### src/rtl/bsq_pkg.sv
package bsq_pkg;

    typedef enum logic [1:0] {
        TRC_OFF  = 2'b00,
        TRC_FLOW = 2'b01,
        TRC_ALL  = 2'b10,
        TRC_RSVD = 2'b11
    } trc_mode_e;

    typedef enum logic [1:0] {
        PL_NONE  = 2'd0,
        PL_ONE   = 2'd1,
        PL_TWO   = 2'd2,
        PL_THREE = 2'd3
    } plen_e;

    typedef struct packed {
        logic  valid;
        plen_e len;
    } pulse_req_t;

    typedef struct packed {
        logic      done;
        logic      fault;
        logic      illegal;
        logic      flow;
        logic      forced;
        logic      irq;
        trc_mode_e mode;
    } bnd_info_t;

    // Whether the instruction's own trace bits call for a trace.
    function automatic logic trace_wanted(input bnd_info_t b);
        logic w;
        case (b.mode)
            TRC_FLOW: w = b.flow;
            TRC_ALL:  w = 1'b1;
            default:  w = 1'b0;
        endcase
        return w && !b.illegal;
    endfunction

    // Higher-priority request wins when both are valid.
    function automatic pulse_req_t pick_req(input pulse_req_t hi, input pulse_req_t lo);
        return hi.valid ? hi : lo;
    endfunction

endpackage

### src/rtl/bsq_trace_decider.sv
module bsq_trace_decider
    import bsq_pkg::*;
(
    input  logic       clk,
    input  logic       rst,
    input  bnd_info_t  bnd,
    output pulse_req_t req,
    output logic       trace_req_o
);

    logic carry_q;
    logic wanted;
    logic normal_done;
    logic fire;

    always_comb begin
        wanted      = trace_wanted(bnd);
        normal_done = bnd.done && !bnd.forced;
        fire        = normal_done && (carry_q || wanted);
        req.valid   = normal_done;
        req.len     = (fire || bnd.irq) ? PL_TWO : PL_ONE;
    end

    always_ff @(posedge clk) begin
        if (rst) begin
            carry_q     <= 1'b0;
            trace_req_o <= 1'b0;
        end else begin
            trace_req_o <= fire;
            if (normal_done)
                carry_q <= 1'b0;
            else if ((bnd.done && bnd.forced) || bnd.fault)
                carry_q <= carry_q || wanted;
        end
    end


    forced_no_trace_chk: assert property (@(posedge clk) disable iff (rst)
        (bnd.done && bnd.forced) |=> !trace_req_o);


    trace_after_done_chk: assert property (@(posedge clk) disable iff (rst)
        trace_req_o |-> $past(bnd.done));


    rsvd_mode_chk: assert property (@(posedge clk) disable iff (rst)
        (bnd.done && bnd.mode == TRC_RSVD && !carry_q) |=> !trace_req_o);


    illegal_no_trace_chk: assert property (@(posedge clk) disable iff (rst)
        (bnd.done && bnd.illegal && !carry_q) |=> !trace_req_o);

endmodule

### src/rtl/bsq_pulse_fifo.sv
module bsq_pulse_fifo
    import bsq_pkg::*;
#(
    parameter int DEPTH = 4
) (
    input  logic  clk,
    input  logic  rst,
    input  logic  push,
    input  plen_e din,
    input  logic  pop,
    output plen_e dout,
    output logic  empty,
    output logic  full
);

    localparam int AW = (DEPTH > 1) ? $clog2(DEPTH) : 1;
    localparam int CW = $clog2(DEPTH + 1);
    localparam logic [AW-1:0] LAST = AW'(DEPTH - 1);

    plen_e          mem [DEPTH];
    logic [AW-1:0]  rd_q, wr_q;
    logic [CW-1:0]  cnt_q;
    logic           push_ok;

    function automatic logic [AW-1:0] nxt(input logic [AW-1:0] p);
        return (p == LAST) ? '0 : p + 1'b1;
    endfunction

    assign empty   = (cnt_q == '0);
    assign full    = (cnt_q == CW'(DEPTH));
    assign push_ok = push && (!full || pop);
    assign dout    = mem[rd_q];

    always_ff @(posedge clk) begin
        if (push_ok) mem[wr_q] <= din;
    end

    always_ff @(posedge clk) begin
        if (rst) begin
            rd_q  <= '0;
            wr_q  <= '0;
            cnt_q <= '0;
        end else begin
            if (push_ok) wr_q <= nxt(wr_q);
            if (pop)     rd_q <= nxt(rd_q);
            case ({push_ok, pop})
                2'b10:   cnt_q <= cnt_q + 1'b1;
                2'b01:   cnt_q <= cnt_q - 1'b1;
                default: cnt_q <= cnt_q;
            endcase
        end
    end


    fifo_bound_chk: assert property (@(posedge clk) disable iff (rst)
        cnt_q <= CW'(DEPTH));


    fifo_pop_chk: assert property (@(posedge clk) disable iff (rst)
        (pop && !push_ok && cnt_q == CW'(1)) |=> empty);

endmodule

### src/rtl/bsq_status_shaper.sv
module bsq_status_shaper
    import bsq_pkg::*;
#(
    parameter int QDEPTH = 4
) (
    input  logic       clk,
    input  logic       rst,
    input  pulse_req_t ev,
    input  logic       halt_i,
    output logic       status_o
);

    logic       busy_q;
    logic [1:0] cnt_q;
    logic       halted_q;
    logic       q_empty, q_full;
    plen_e      q_head;
    logic       push, pop, start;
    plen_e      start_len;
    logic [2:0] run_q;

    assign push      = ev.valid && (busy_q || !q_empty);
    assign pop       = !busy_q && !q_empty;
    assign start     = !busy_q && (!q_empty || ev.valid);
    assign start_len = q_empty ? ev.len : q_head;

    bsq_pulse_fifo #(.DEPTH(QDEPTH)) u_fifo (
        .clk   (clk),
        .rst   (rst),
        .push  (push),
        .din   (ev.len),
        .pop   (pop),
        .dout  (q_head),
        .empty (q_empty),
        .full  (q_full)
    );

    always_ff @(posedge clk) begin
        if (rst) begin
            busy_q   <= 1'b0;
            cnt_q    <= '0;
            halted_q <= 1'b0;
        end else begin
            halted_q <= halted_q || halt_i;
            if (busy_q) begin
                if (cnt_q == '0) busy_q <= 1'b0;
                else             cnt_q  <= cnt_q - 1'b1;
            end else if (start) begin
                busy_q <= 1'b1;
                cnt_q  <= 2'(start_len) - 2'd1;
            end
        end
    end

    assign status_o = busy_q || halted_q;

    always_ff @(posedge clk) begin
        if (rst)                     run_q <= '0;
        else if (!busy_q)            run_q <= '0;
        else if (run_q != 3'd7)      run_q <= run_q + 1'b1;
    end


    pulse_len_chk: assert property (@(posedge clk) disable iff (rst)
        busy_q |-> (run_q < 3'd3));


    pulse_gap_chk: assert property (@(posedge clk) disable iff (rst)
        (busy_q && cnt_q == '0) |=> !busy_q);


    halt_hold_chk: assert property (@(posedge clk) disable iff (rst)
        halt_i |=> status_o);


    halt_sticky_chk: assert property (@(posedge clk) disable iff (rst)
        halted_q |=> halted_q);


    full_no_pop_chk: assert property (@(posedge clk) disable iff (rst)
        (q_full && busy_q) |=> !q_empty);

endmodule

### src/rtl/boundary_status_seq.sv
module boundary_status_seq
    import bsq_pkg::*;
#(
    parameter int QDEPTH = 4
) (
    input  logic       clk,
    input  logic       rst,
    input  logic [1:0] trace_mode_i,
    input  logic       flow_change_i,
    input  logic       insn_done_i,
    input  logic       insn_fault_i,
    input  logic       insn_illegal_i,
    input  logic       forced_exc_i,
    input  logic       irq_pending_i,
    input  logic       mmu_miss_i,
    input  logic       exc_start_i,
    input  logic       halt_i,
    output logic       status_o,
    output logic       trace_req_o
);

    bnd_info_t  bnd;
    pulse_req_t bnd_req;
    pulse_req_t long_req;
    pulse_req_t ev;

    always_comb begin
        bnd.done     = insn_done_i;
        bnd.fault    = insn_fault_i;
        bnd.illegal  = insn_illegal_i;
        bnd.flow     = flow_change_i;
        bnd.forced   = forced_exc_i;
        bnd.irq      = irq_pending_i;
        bnd.mode     = trc_mode_e'(trace_mode_i);
        long_req.valid = mmu_miss_i || exc_start_i;
        long_req.len   = PL_THREE;
        ev = pick_req(long_req, bnd_req);
    end

    bsq_trace_decider u_decider (
        .clk         (clk),
        .rst         (rst),
        .bnd         (bnd),
        .req         (bnd_req),
        .trace_req_o (trace_req_o)
    );

    bsq_status_shaper #(.QDEPTH(QDEPTH)) u_shaper (
        .clk      (clk),
        .rst      (rst),
        .ev       (ev),
        .halt_i   (halt_i),
        .status_o (status_o)
    );


    reset_quiet_chk: assert property (@(posedge clk)
        rst |=> (!trace_req_o && !status_o));

endmodule

### config.mk
export PLATFORM = sky130hd
export DESIGN_NAME = boundary_status_seq
export DESIGN_NICKNAME = d
export VERILOG_FILES = /design/src/rtl/bsq_pkg.sv /design/src/rtl/bsq_trace_decider.sv /design/src/rtl/bsq_pulse_fifo.sv /design/src/rtl/bsq_status_shaper.sv /design/src/rtl/boundary_status_seq.sv
export SDC_FILE = /design/constraint.sdc
export NUM_CORES = 1
export LEC_CHECK = 0
export BUFFER_PORTS_ARGS = -buffer_cell sky130_fd_sc_hd__buf_2
export CAP_MARGIN = 20
export CORE_MARGIN = 2
export CORE_UTILIZATION = 25
export DETAILED_ROUTE_END_ITERATION = 10
export GPL_TIMING_DRIVEN = 0
export HOLD_SLACK_MARGIN = 0.06
export PLACE_DENSITY = 0.43
export REMOVE_ABC_BUFFERS = 1
export SETUP_SLACK_MARGIN = 0.5
export SYNTH_ARGS = -nofsm -noshare
export SYNTH_HDL_FRONTEND = slang
export SYNTH_HIERARCHICAL = 1
export SYNTH_SLANG_ARGS = --single-unit
### constraint.sdc
create_clock -name clk -period 3.6 [get_ports clk]
set_input_delay 0.54 -clock clk [delete_from_list [all_inputs] [get_ports clk]]
set_output_delay 0.54 -clock clk [all_outputs]
set_load 0.05 [all_outputs]
==> results.md <==
- Outcome: complete, no violations
- Leakage component of the power: roughly 0.55 nW
- Crit end category: register
- Synthesized flop and latch total: 23
- Top-level port count: 15
- Maximum frequency from static timing analysis: between 0.3 and 0.4 GHz
- First-pass GRT wire length: around 3.7 mm
- Number of buffers inserted for hold repair after clock tree synthesis: 0
- Remaining number of nets flagged by the antenna check after routing: 0
- Synthesized instance count: approximately 110
- Portion of the clock cycle consumed by the worst path in the final layout: 0.726
- Post-CTS Setup Repair Bufs: 0
- Netlist area before placement: 1260 um2
- Minimum period implied by the final worst setup slack: approximately 2600 ps
- Clock skew: around 2.3 ps
- CTS tree: built
- Final wirelength: roughly 2.2 mm
- Routed vias/inst: 4.36
- RSZ-0062 raised after global routing: false
- Count of TritonRoute iterations in the first routing pass: 4
- Cell area power density: between 700 and 800 nW/um2
- Cell at the root of the clock tree: clkbuf_8
- Avg WL per Cell: ~11 um
- Synth async-reset ratio: 0
- Portion of total power attributed to sequential cells: 0.404
- Share of post-route cells with drive strength above 1: 0.264
- Area delta synth->final: 14.1%
- Global router's overall resource usage: 0.0875
- DIE AREA: 5630 um2
- Clk sink count: 23
- Number of vias after detailed routing: approximately 850
- Max Cap Viol: 0
- Floorplan row count: 25
- Maximum number of pins on one net before global-route repair: 17
- Initial Util: 0.264
- Switching fraction of total power: 0.375
- Sequential element share of the synthesized area: 0.429
- Clock Path Buffers: 2
- Total count of hold-check failures in the final report: 0
- Avg Inst Size Synth: approximately 11 um2
- CP Launch Type: input pin
- Synth Warn #: 6
- Via count of the first global-routing pass: between 800 and 900
- Core Region: about 4800 um2
- Final Max Slew Viols: 0
- TNS Setup: 0 ps
- DRC violation count after routing: 0
- Clock buffers created by TritonCTS: 3
- Internal Pwr Total: around 0.64 mW
- Part of the power in combinational logic: 0.442
- H-tree lvl count: 1
- Fraction of power consumed by the clock network: 0.154
- Count of flip-flops with a built-in enable after synthesis: 8
- Pwr Total: a little over 1 mW
- Number of gates given a new drive strength after cts: 0
- Leading register cell type out of synthesis: dfxtp_1
- Initial antenna violation count: 0
- Ant. Diodes: 0
- Worst Path Arrival: around 2800 ps
- Clock latency of the later-clocked register in the worst-skew pair: between 200 and 300 ps
- Area share of the largest cell type after synthesis: 0.238
- Total of buffers placed on input and output ports: 14
- Class of the tightest hold or removal check: reg2reg
- Net switching component of the power: 0.384 mW
- DRT iter0 DRCs: 43
- Overall die width: between 70 and 80 um
- Ranking of synthesized cells by area: dfxtp_1, edfxtp_1, ha_1
- Grt ovf: 0
- Least-Margin Pin Slew: about 640 ps
- Worst endpoint required time: ~3700 ps
- Detail Placement HPWL: approximately 1.7 mm
- Max VDD drop: around 0.00030 V
- Final layout net count: 151
- GP Congestion: between 0.7 and 0.8
- Number of library cell types mapped by synthesis: 48
- Rel. slew slack: 0.571
- Clock-pin transition on the worst setup and hold timing paths: roughly 80 ps
- Setup violation total in the final timing report: 0
- Commonest non-fill, non-tap cells in the layout: buf_2, dfxtp_1, inv_1
- Critical path class: in2reg
- Die span in y: about 75 um
- Maximum fanout along the worst path: 10
- Dominant cell type by area after synthesis: dfxtp_1
[synth_stat cells (2+ instances only)]
| cell | count |
|---|---|
| dfxtp_1 | 15 |
| ha_1 | 7 |
| nand2_1 | 2 |
| edfxtp_1 | 8 |
| nand2b_1 | 4 |
| mux4_2 | 2 |
| and2_1 | 5 |
| inv_1 | 10 |
| a31oi_1 | 2 |
| nor2_1 | 8 |
| nor3_1 | 6 |
| xnor2_1 | 2 |
| nand3b_1 | 2 |
| a21oi_1 | 3 |
| or3_1 | 3 |
| mux2i_1 | 2 |
| o21ai_0 | 2 |
[through the flow]
stage / setup WS (ps) / hold WS [ps] / area, um2 / cells / utilization
4_1_cts: 716 / 468 / 1430 / 195 / 0.300
5_1_grt: 662 / 492 / 1440 / 196 / 0.301
3_3_place_gp: 490 / 442 / 1390 / 191 / 0.290
6_report: 986 / 460 / 1440 / 196 / 0.301
3_5_place_dp: 444 / 447 / 1390 / 191 / 0.290
2_1_floorplan: 894 / 426 / 1230 / 110 / -
[critical path: stages]
cell	delay, ps
buf_2	110
nand2b_2	90
inv_1	60
or3_1	370
a21boi_0	170
buf_2	220
nand2b_1	160
fa_1	400
or3b_4	390
o22ai_1	170
a311oi_2	70
[flip-flops by register name, indices dropped and copies added, names as in the netlist, named ones only]
register,cells
u_shaper/u_fifo/wr_q,2
u_decider/trace_req_o,1
u_decider/carry_q,1
u_shaper/u_fifo/mem,8
u_shaper/halted_q,1
u_shaper/u_fifo/cnt_q,3
u_shaper/busy_q,1
u_shaper/u_fifo/rd_q,2
u_shaper/cnt_q,2
[area by class of cell]
| cell class | instances | area, um2 |
|---|---|---|
| multi-input cells | 77 | 656 |
| clock inverters | 1 | 5.00 |
| inverters | 10 | 37.5 |
| fillers | 493 | 3350 |
| clock buffers | 3 | 41.3 |
| repair buffers | 15 | 75.1 |
| well taps | 67 | 83.8 |
| flip-flops and latches | 23 | 541 |
[power groups by stage]
stage               Combinational, mW  Sequential, mW  Clock, mW
floorplan                       0.373           0.404          0
global route                    0.516           0.425      0.179
CTS                             0.455           0.414      0.166
finish                          0.452           0.414      0.158
detailed placement              0.453           0.419          0
global placement                0.444           0.421          0
[kinds of logic after synthesis]
| logic type | Yosys count | share of synthesized area |
|---|---|---|
| fa+ha+maj | 8 | 0.0853 |
| xor+xnor | 3 | 0.0208 |
| flops | 23 | 0.429 |
| buf+inv | 14 | 0.0516 |
| simple gates | 40 | 0.208 |
| compound gates | 21 | 0.142 |
| mux | 5 | 0.0635 |
[layer usage]
layer / vias up / share of wire / track usage
li1: 435 / - / -
met1: 408 / 0.44 / 0.107
met2: 7 / 0.53 / 0.154
met3: 4 / 0.020 / 0.0161
met4: 0 / 0.013 / 0.0298
met5: - / 0 / 0
[path summary, 6_finish.rpt]
| check | from | endpoint | slack, ps | cells after the start |
|---|---|---|---|---|
| worst max register to register | u_shaper/u_fifo/cnt_q[0] | u_shaper/u_fifo/cnt_q[2] | 1010 | 8 |
| worst min-delay path | u_shaper/halted_q | u_shaper/halted_q | 460 | 2 |
| worst max-delay path | insn_done_i | u_shaper/u_fifo/cnt_q[2] | 990 | 11 |
| worst min register to register | u_shaper/halted_q | u_shaper/halted_q | 460 | 2 |
Power figures use the tool's default switching activity.
